<file path="src/rtl/xy_route_pkg.sv">
package xy_route_pkg;

    localparam int NUM_DIRS = 5;

    localparam int DIR_LOCAL = 0;
    localparam int DIR_EAST  = 1;
    localparam int DIR_WEST  = 2;
    localparam int DIR_NORTH = 3;
    localparam int DIR_SOUTH = 4;

    typedef logic [NUM_DIRS-1:0] dir_vec_t;

    typedef enum logic [1:0] {
        ST_IDLE       = 2'd0,
        ST_WAIT_GRANT = 2'd1,
        ST_LOCKED     = 2'd2
    } route_state_t;

endpackage

</file>
<file path="src/rtl/xy_dim_order.sv">
module xy_dim_order
    import xy_route_pkg::*;
#(
    parameter int COORD_W = 4,
    parameter int MY_X    = 2,
    parameter int MY_Y    = 3
) (
    input  logic [2*COORD_W-1:0] coord,
    output dir_vec_t             dir
);
    localparam logic [COORD_W-1:0] CX = COORD_W'(MY_X);
    localparam logic [COORD_W-1:0] CY = COORD_W'(MY_Y);

    logic [COORD_W-1:0] dst_x;
    logic [COORD_W-1:0] dst_y;

    assign dst_x = coord[2*COORD_W-1 -: COORD_W];
    assign dst_y = coord[COORD_W-1:0];

    always_comb begin
        dir = '0;
        if (dst_x > CX) begin
            dir[DIR_EAST] = 1'b1;
        end else if (dst_x < CX) begin
            dir[DIR_WEST] = 1'b1;
        end else if (dst_y > CY) begin
            dir[DIR_SOUTH] = 1'b1;
        end else if (dst_y < CY) begin
            dir[DIR_NORTH] = 1'b1;
        end else begin
            dir[DIR_LOCAL] = 1'b1;
        end
    end

    always_comb begin
        assert ($onehot(dir)) else $error("p_dir_onehot_r10: decode result not one-hot");
    end

endmodule

</file>
<file path="src/rtl/xy_route_fsm.sv">
module xy_route_fsm
    import xy_route_pkg::*;
(
    input  logic     clk,
    input  logic     rst_n,
    input  logic     flit_valid,
    input  logic     flit_tail,
    input  logic     route_grant,
    input  dir_vec_t dir_in,
    output dir_vec_t req_q,
    output logic     locked,
    output logic     fwd
);
    route_state_t state_q;
    route_state_t state_d;
    dir_vec_t     req_d;

    always_comb begin
        state_d = state_q;
        req_d   = req_q;
        unique case (state_q)
            ST_IDLE: begin
                if (flit_valid) begin
                    state_d = ST_WAIT_GRANT;
                    req_d   = dir_in;
                end
            end
            ST_WAIT_GRANT: begin
                if (route_grant) begin
                    state_d = ST_LOCKED;
                end
            end
            ST_LOCKED: begin
                if (flit_valid && flit_tail) begin
                    state_d = ST_IDLE;
                    req_d   = '0;
                end
            end
            default: begin
                state_d = ST_IDLE;
                req_d   = '0;
            end
        endcase
    end

    always_ff @(posedge clk) begin
        if (!rst_n) begin
            state_q <= ST_IDLE;
            req_q   <= '0;
        end else begin
            state_q <= state_d;
            req_q   <= req_d;
        end
    end

    always_comb begin
        locked = (state_q == ST_LOCKED);
        fwd    = (state_q == ST_LOCKED) && flit_valid;
    end

    p_req_onehot_r10: assert property (@(posedge clk) disable iff (!rst_n)
        $onehot0(req_q));

    p_req_hold_r5: assert property (@(posedge clk) disable iff (!rst_n)
        (state_q == ST_WAIT_GRANT) |=> $stable(req_q));

    p_lock_after_grant_r6: assert property (@(posedge clk) disable iff (!rst_n)
        (state_q == ST_WAIT_GRANT && route_grant) |=> locked);

    p_locked_has_req_r6: assert property (@(posedge clk) disable iff (!rst_n)
        locked |-> (req_q != '0));

    p_no_fwd_unlocked_r7: assert property (@(posedge clk) disable iff (!rst_n)
        !locked |-> !fwd);

    p_release_on_tail_r8: assert property (@(posedge clk) disable iff (!rst_n)
        (fwd && flit_tail) |=> (req_q == '0 && !locked));

    p_idle_grant_ignored_r9: assert property (@(posedge clk) disable iff (!rst_n)
        (state_q == ST_IDLE && !flit_valid) |=> (req_q == '0 && !locked));

endmodule

</file>
<file path="src/rtl/xy_route_unit.sv">
module xy_route_unit
    import xy_route_pkg::*;
#(
    parameter int COORD_W = 4,
    parameter int MY_X    = 2,
    parameter int MY_Y    = 3
) (
    input  logic                 clk,
    input  logic                 rst_n,
    input  logic                 flit_valid,
    input  logic                 flit_tail,
    input  logic [2*COORD_W-1:0] hdr_coord,
    input  logic                 route_grant,
    output logic [4:0]           route_req,
    output logic                 path_locked,
    output logic                 flit_fwd
);
    dir_vec_t dir_w;
    dir_vec_t req_w;

    xy_dim_order #(
        .COORD_W (COORD_W),
        .MY_X    (MY_X),
        .MY_Y    (MY_Y)
    ) u_dim_order (
        .coord (hdr_coord),
        .dir   (dir_w)
    );

    xy_route_fsm u_fsm (
        .clk         (clk),
        .rst_n       (rst_n),
        .flit_valid  (flit_valid),
        .flit_tail   (flit_tail),
        .route_grant (route_grant),
        .dir_in      (dir_w),
        .req_q       (req_w),
        .locked      (path_locked),
        .fwd         (flit_fwd)
    );

    assign route_req = req_w;

endmodule

</file>
<file path="config.mk">
export PLATFORM = sky130hd
export DESIGN_NAME = xy_route_unit
export DESIGN_NICKNAME = d
export VERILOG_FILES = /design/src/rtl/xy_route_pkg.sv /design/src/rtl/xy_dim_order.sv /design/src/rtl/xy_route_fsm.sv /design/src/rtl/xy_route_unit.sv
export SDC_FILE = /design/constraint.sdc
export NUM_CORES = 1
export LEC_CHECK = 0
export BUFFER_PORTS_ARGS = -buffer_cell sky130_fd_sc_hd__buf_2
export CORE_AREA = 2 2 39 41
export CTS_CLUSTER_SIZE = 20
export DETAILED_ROUTE_END_ITERATION = 16
export DIE_AREA = 0 0 41 43
export GPL_ROUTABILITY_DRIVEN = 0
export PLACE_DENSITY_LB_ADDON = 0.25
export RECOVER_POWER = 50
export SLEW_MARGIN = 5
export SYNTH_ARGS = -nofsm -noshare
export SYNTH_HDL_FRONTEND = slang
export SYNTH_SLANG_ARGS = --single-unit
</file>
<file path="constraint.sdc">
create_clock -name clk -period 1.3 [get_ports clk]
set_clock_uncertainty 0.2 [all_clocks]
set_input_delay 0.13 -clock clk [delete_from_list [all_inputs] [get_ports clk]]
set_output_delay 0.13 -clock clk [all_outputs]
set_load 0.1 [all_outputs]
</file>
# After elaboration in Yosys (flattened, before gate mapping)
# Cells that the tools add are included.
# totals
ff_bits	7
input_bits	13
out_inout_bits	7
wordCells	35
# classes
magnitude_cmp	4
n_eq_ne	5
n_mux	18
bitwise_logic	1
reduce_logical	5
# ops
op	count
$pmux 5 s3	1
$mux 5	2
$mux 1	9
$gt 4x2->1 const B	2
$lt 4x2->1 const B	2
$mux 2	4
$pmux 2 s3	1
$reduce_and 3->1	2
$ne 2x2->1 const B	2
$mux 3	1
$eq 2x1->1 const B	1
$eq 2x2->1 const B	1
$logic_and 1x1->1	2
$logic_not 2->1	1
$ne 2x1->1 const B	1
$not 1->1	1

# Longest topological paths before layout
# logic_depth
depth_word	7
ltp_mapped	4
ltp_nobuf	4

# Hierarchy
# Synthesis repeated with hierarchy kept, for this count alone.
# hier_totals
hier_cells	34
hier_area_um2	350.3
# by_module_without_submodules
module	instances	cells_each	area_per_inst_um2	seq_area_each_um2
xy_route_fsm	1	26	285.3	140.1
xy_dim_order	1	8	65.1	0.0

# Least setup slack after synthesis
# OpenSTA, ideal clock, no wires.
# synth_path
path_kind	reg2out
start	register u_fsm.state_q[0]
end	output port flit_fwd
t_arrival_ns	1.726
required_ns	0.970
setup_slack_ns	-0.756
path_stages_with_launch	3
n_path_buf	0
path_cell_list	dfxtp_1 -> and2b_2 -> and2_1
# synth_via
elab_chain_cells	2
# synth_lines
element	line	rtl
from (decl)	xy_route_fsm.sv:14	route_state_t state_q;
from (signal assigned)	xy_route_fsm.sv:51	state_q <= state_d;
$eq 2x2->1	--	
via path_locked	xy_route_unit.sv:15	output logic path_locked,
$logic_and 1x1->1	xy_route_fsm.sv:58	fwd = (state_q == ST_LOCKED) && flit_valid;
to (decl)	xy_route_unit.sv:16	output logic flit_fwd
# The timed path passes the listed nets, and every way through them passes these cells.

# Worst setup path after layout
# layout_path
start	register u_fsm.state_q[0]
end	output port flit_fwd
# layout_via
elab_chain_cells	2
# layout_lines
element	line
$eq 2x2->1	xy_route_fsm.sv:58
$logic_and 1x1->1	xy_route_fsm.sv:58
# Every way passes these cells.

==> impl_metrics.csv <==
group,metric,value,unit
finish,synthToLayoutAreaGrowth,79.09,%
power,pwr_density_cell,902.2,nW/µm²
floorplan,start_util,27.67,%
worst_hold_path,timing.hold.worst.class,"input pin to register",
route,drt-pass1-iter-count,4,
floorplan,die_w,41,µm
clocking,cts.sinks,7,
synthesis,synth_warnings,0,
timing,fin_ws,-160.2,ps
floorplan,coreArea,1384,µm²
clocking,tritoncts,"yes",
run,max_cap_violations,0,
route,route.detailed.drc,0,
finish,layout.cell_area.non_filler,685.7,µm²
worst_setup_path,worstSetupPathType,"register to output pin",
route,drtIter0Drc,3,
power,cellLeakagePower,0.2934,nW
synthesis,syn-num-nets,58,
global_route,grt_first_pass_wirelength,1621,µm
clocking,cts_root_buf,"sky130_fd_sc_hd__clkbuf_4",
worst_setup_path,crit_path_end_kind,"output pin",
global_route,globalRouteTotalUtil,14.43,%
synthesis,yosys.cell_types.count,22,
placed_design,place_hpwl,697,µm
global_route,grt_max_degree,10,
finish,final_cell_mix,"12 x sky130_fd_sc_hd__buf_2, 8 x sky130_fd_sc_hd__buf_4, 7 x sky130_fd_sc_hd__nand2_1, 5 x sky130_fd_sc_hd__dfxtp_2",
timing,timing_worst_slew_pin_value,472.5,ps
global_route,grt_pass1_vias,411,
finish,layout.nets,91,
finish,layout.cells.most_common,"sky130_fd_sc_hd__buf_2",
clocking,clkLatencyLatePin,250,ps
timing,achievable-frequency,0.6849,GHz
route,dr_total_vias,443,
global_route,globalRoute.totalOverflow,0,
worst_setup_path,start_kind,"register",
clocking,worst_setup_hold_path_clk_slew,60,ps
timing,min_period_over_period,112.3,%
finish,seq_area,150.1,µm²
finish,multiInputGateArea,237.7,µm²
synthesis,synth-edff-count,0,
placed_design,portBuffers,19,
clocking,htree_num_levels,1,
global_route,grt_antenna_before_repair,0,
worst_setup_path,crit_required,970,ps
synthesis,post_synth_inst_count,45,
synthesis,yosys_most_used_dff,"sky130_fd_sc_hd__dfxtp_1",
floorplan,design.portCount,20,
timing,setup_violations_final,7,
power,irDropWorstVdd,412.6,µV
finish,layout_cell_share_with_drive_strength_beyond_1,53.25,%
finish,diodes,0,
timing,rsz_0062_raised_after_global_routing,"true",
synthesis,postSynth.asyncResetShare,0,%
placed_design,place_area,628.1,µm²
status,failed_checks,"setup timing",
synthesis,syn-mean-instance-area,8.508,µm²
timing,finalMaxSlewViolations,0,
floorplan,die_area,1763,µm²
synthesis,yosys_register_bits,7,
route,wirelength,991,µm
route,vias_per_cell,4.763,
finish,layout.filler_cells,146,
route,routedWlPerCell,10.66,µm
status,result_of_the_run,"complete, but fails checks",
clocking,cts_buffers,3,
timing,summed_negative_setup_slack_over_all_endpoints,-640.9,ps
synthesis,synth.cell_area,382.9,µm²
worst_setup_path,critical_path_peak_fanout,2,
timing,max-slew-margin-rel,68.06,%
timing,finalHoldViolations,0,
route,postRouteAntennaNets,0,
floorplan,num_rows,14,
clocking,cts_max_path_buffers,2,
worst_setup_path,arrival,1130,ps
floorplan,fp.dieH,43,µm
timing,period_minus_slack,1460,ps
synthesis,synth_sequential_area_ratio,36.60,%
==> worst max-delay path, cell delays in order (launching register included) <==
cell and delay [ps]:
sky130_fd_sc_hd__dfxtp_4 330, sky130_fd_sc_hd__and2b_4 240, sky130_fd_sc_hd__and2_4 140, sky130_fd_sc_hd__buf_12 160
==> stage by stage <==
stage	power [mW]	util (%)	std cells	worst slack, ps	hold slack, ps
after floorplan	0.3380	-	45	-237.5	47.40
after global placement	0.4085	45.39	82	22.30	218.5
after detailed placement	0.4101	45.39	82	-20.54	216.2
after CTS	0.6385	52.08	93	-175.9	17.83
after global routing	0.6708	49.55	93	-222.5	39.68
final	0.6186	49.55	93	-160.2	34.88
==> state kept, by name, indices dropped and copies added, names as in the netlist <==
| signal | count |
|---|---|
| u_fsm.state_q | 2 |
| u_fsm.req_q | 5 |
==> routing by layer <==
layer  GRT usage, %  wire, µm
met5              0         0
met4          10.00        14
met3          7.853        76
met2          20.31       497
met1          15.69       402
==> synth_stat cells, types with 3 or more instances <==
| library cell | number | area share [%] |
|---|---|---|
| sky130_fd_sc_hd__and2_1 | 4 | 6.5 |
| sky130_fd_sc_hd__dfxtp_1 | 7 | 37 |
| sky130_fd_sc_hd__inv_1 | 3 | 2.9 |
| sky130_fd_sc_hd__nand2_1 | 7 | 6.9 |
| sky130_fd_sc_hd__nor2_1 | 4 | 3.9 |
| sky130_fd_sc_hd__o22ai_1 | 4 | 6.5 |
==> repair_timing <==
item / in CTS / in global routing
hold endpoints to repair: 5 / 0
gates cloned: 0 / 0
pin swaps: 5 / 1
hold buffers: 4 / 0
setup endpoints to repair: 6 / 7
resized for setup: 2 / 1
buffers inserted: 3 / 0
==> path summary, 6_finish.rpt <==
check | start | endpoint | slack (ps) | cells after the start
hold reg to reg | u_fsm.req_q[0] | u_fsm.req_q[0] | 270 | 2
hold / removal | hdr_coord[7] | u_fsm.req_q[3] | 30 | 4
setup reg to reg | u_fsm.state_q[0] | u_fsm.req_q[0] | -90 | 5
setup / recovery | u_fsm.state_q[0] | flit_fwd | -160 | 3
==> final cells by class <==
type	count	share of cell area, %
Timing Repair Buffer	28	35.04
Sequential cell	7	21.90
Clock buffer	4	3.832
Inverter	3	1.642
Tap cell	16	2.920
Multi-Input combinational cell	35	34.67
==> logic make-up (layout without fill, tap and decap cells) <==
logic type      after synthesis  after routing  share of synthesized area [%]
simple gates                 26             26                          43.14
compound gates                9              9                          17.32
flops                         7              7                          36.60
buf+inv                       3             35                          2.941
==> power by group <==
part | switching [mW] | internal, mW | total, mW
clock network | 0.0828 | 0.117 | 0.200
registers | 0.00577 | 0.224 | 0.230
logic | 0.104 | 0.0843 | 0.188
total | 0.193 | 0.426 | 0.619
Note: power is estimated with default switching activity, not from simulation.
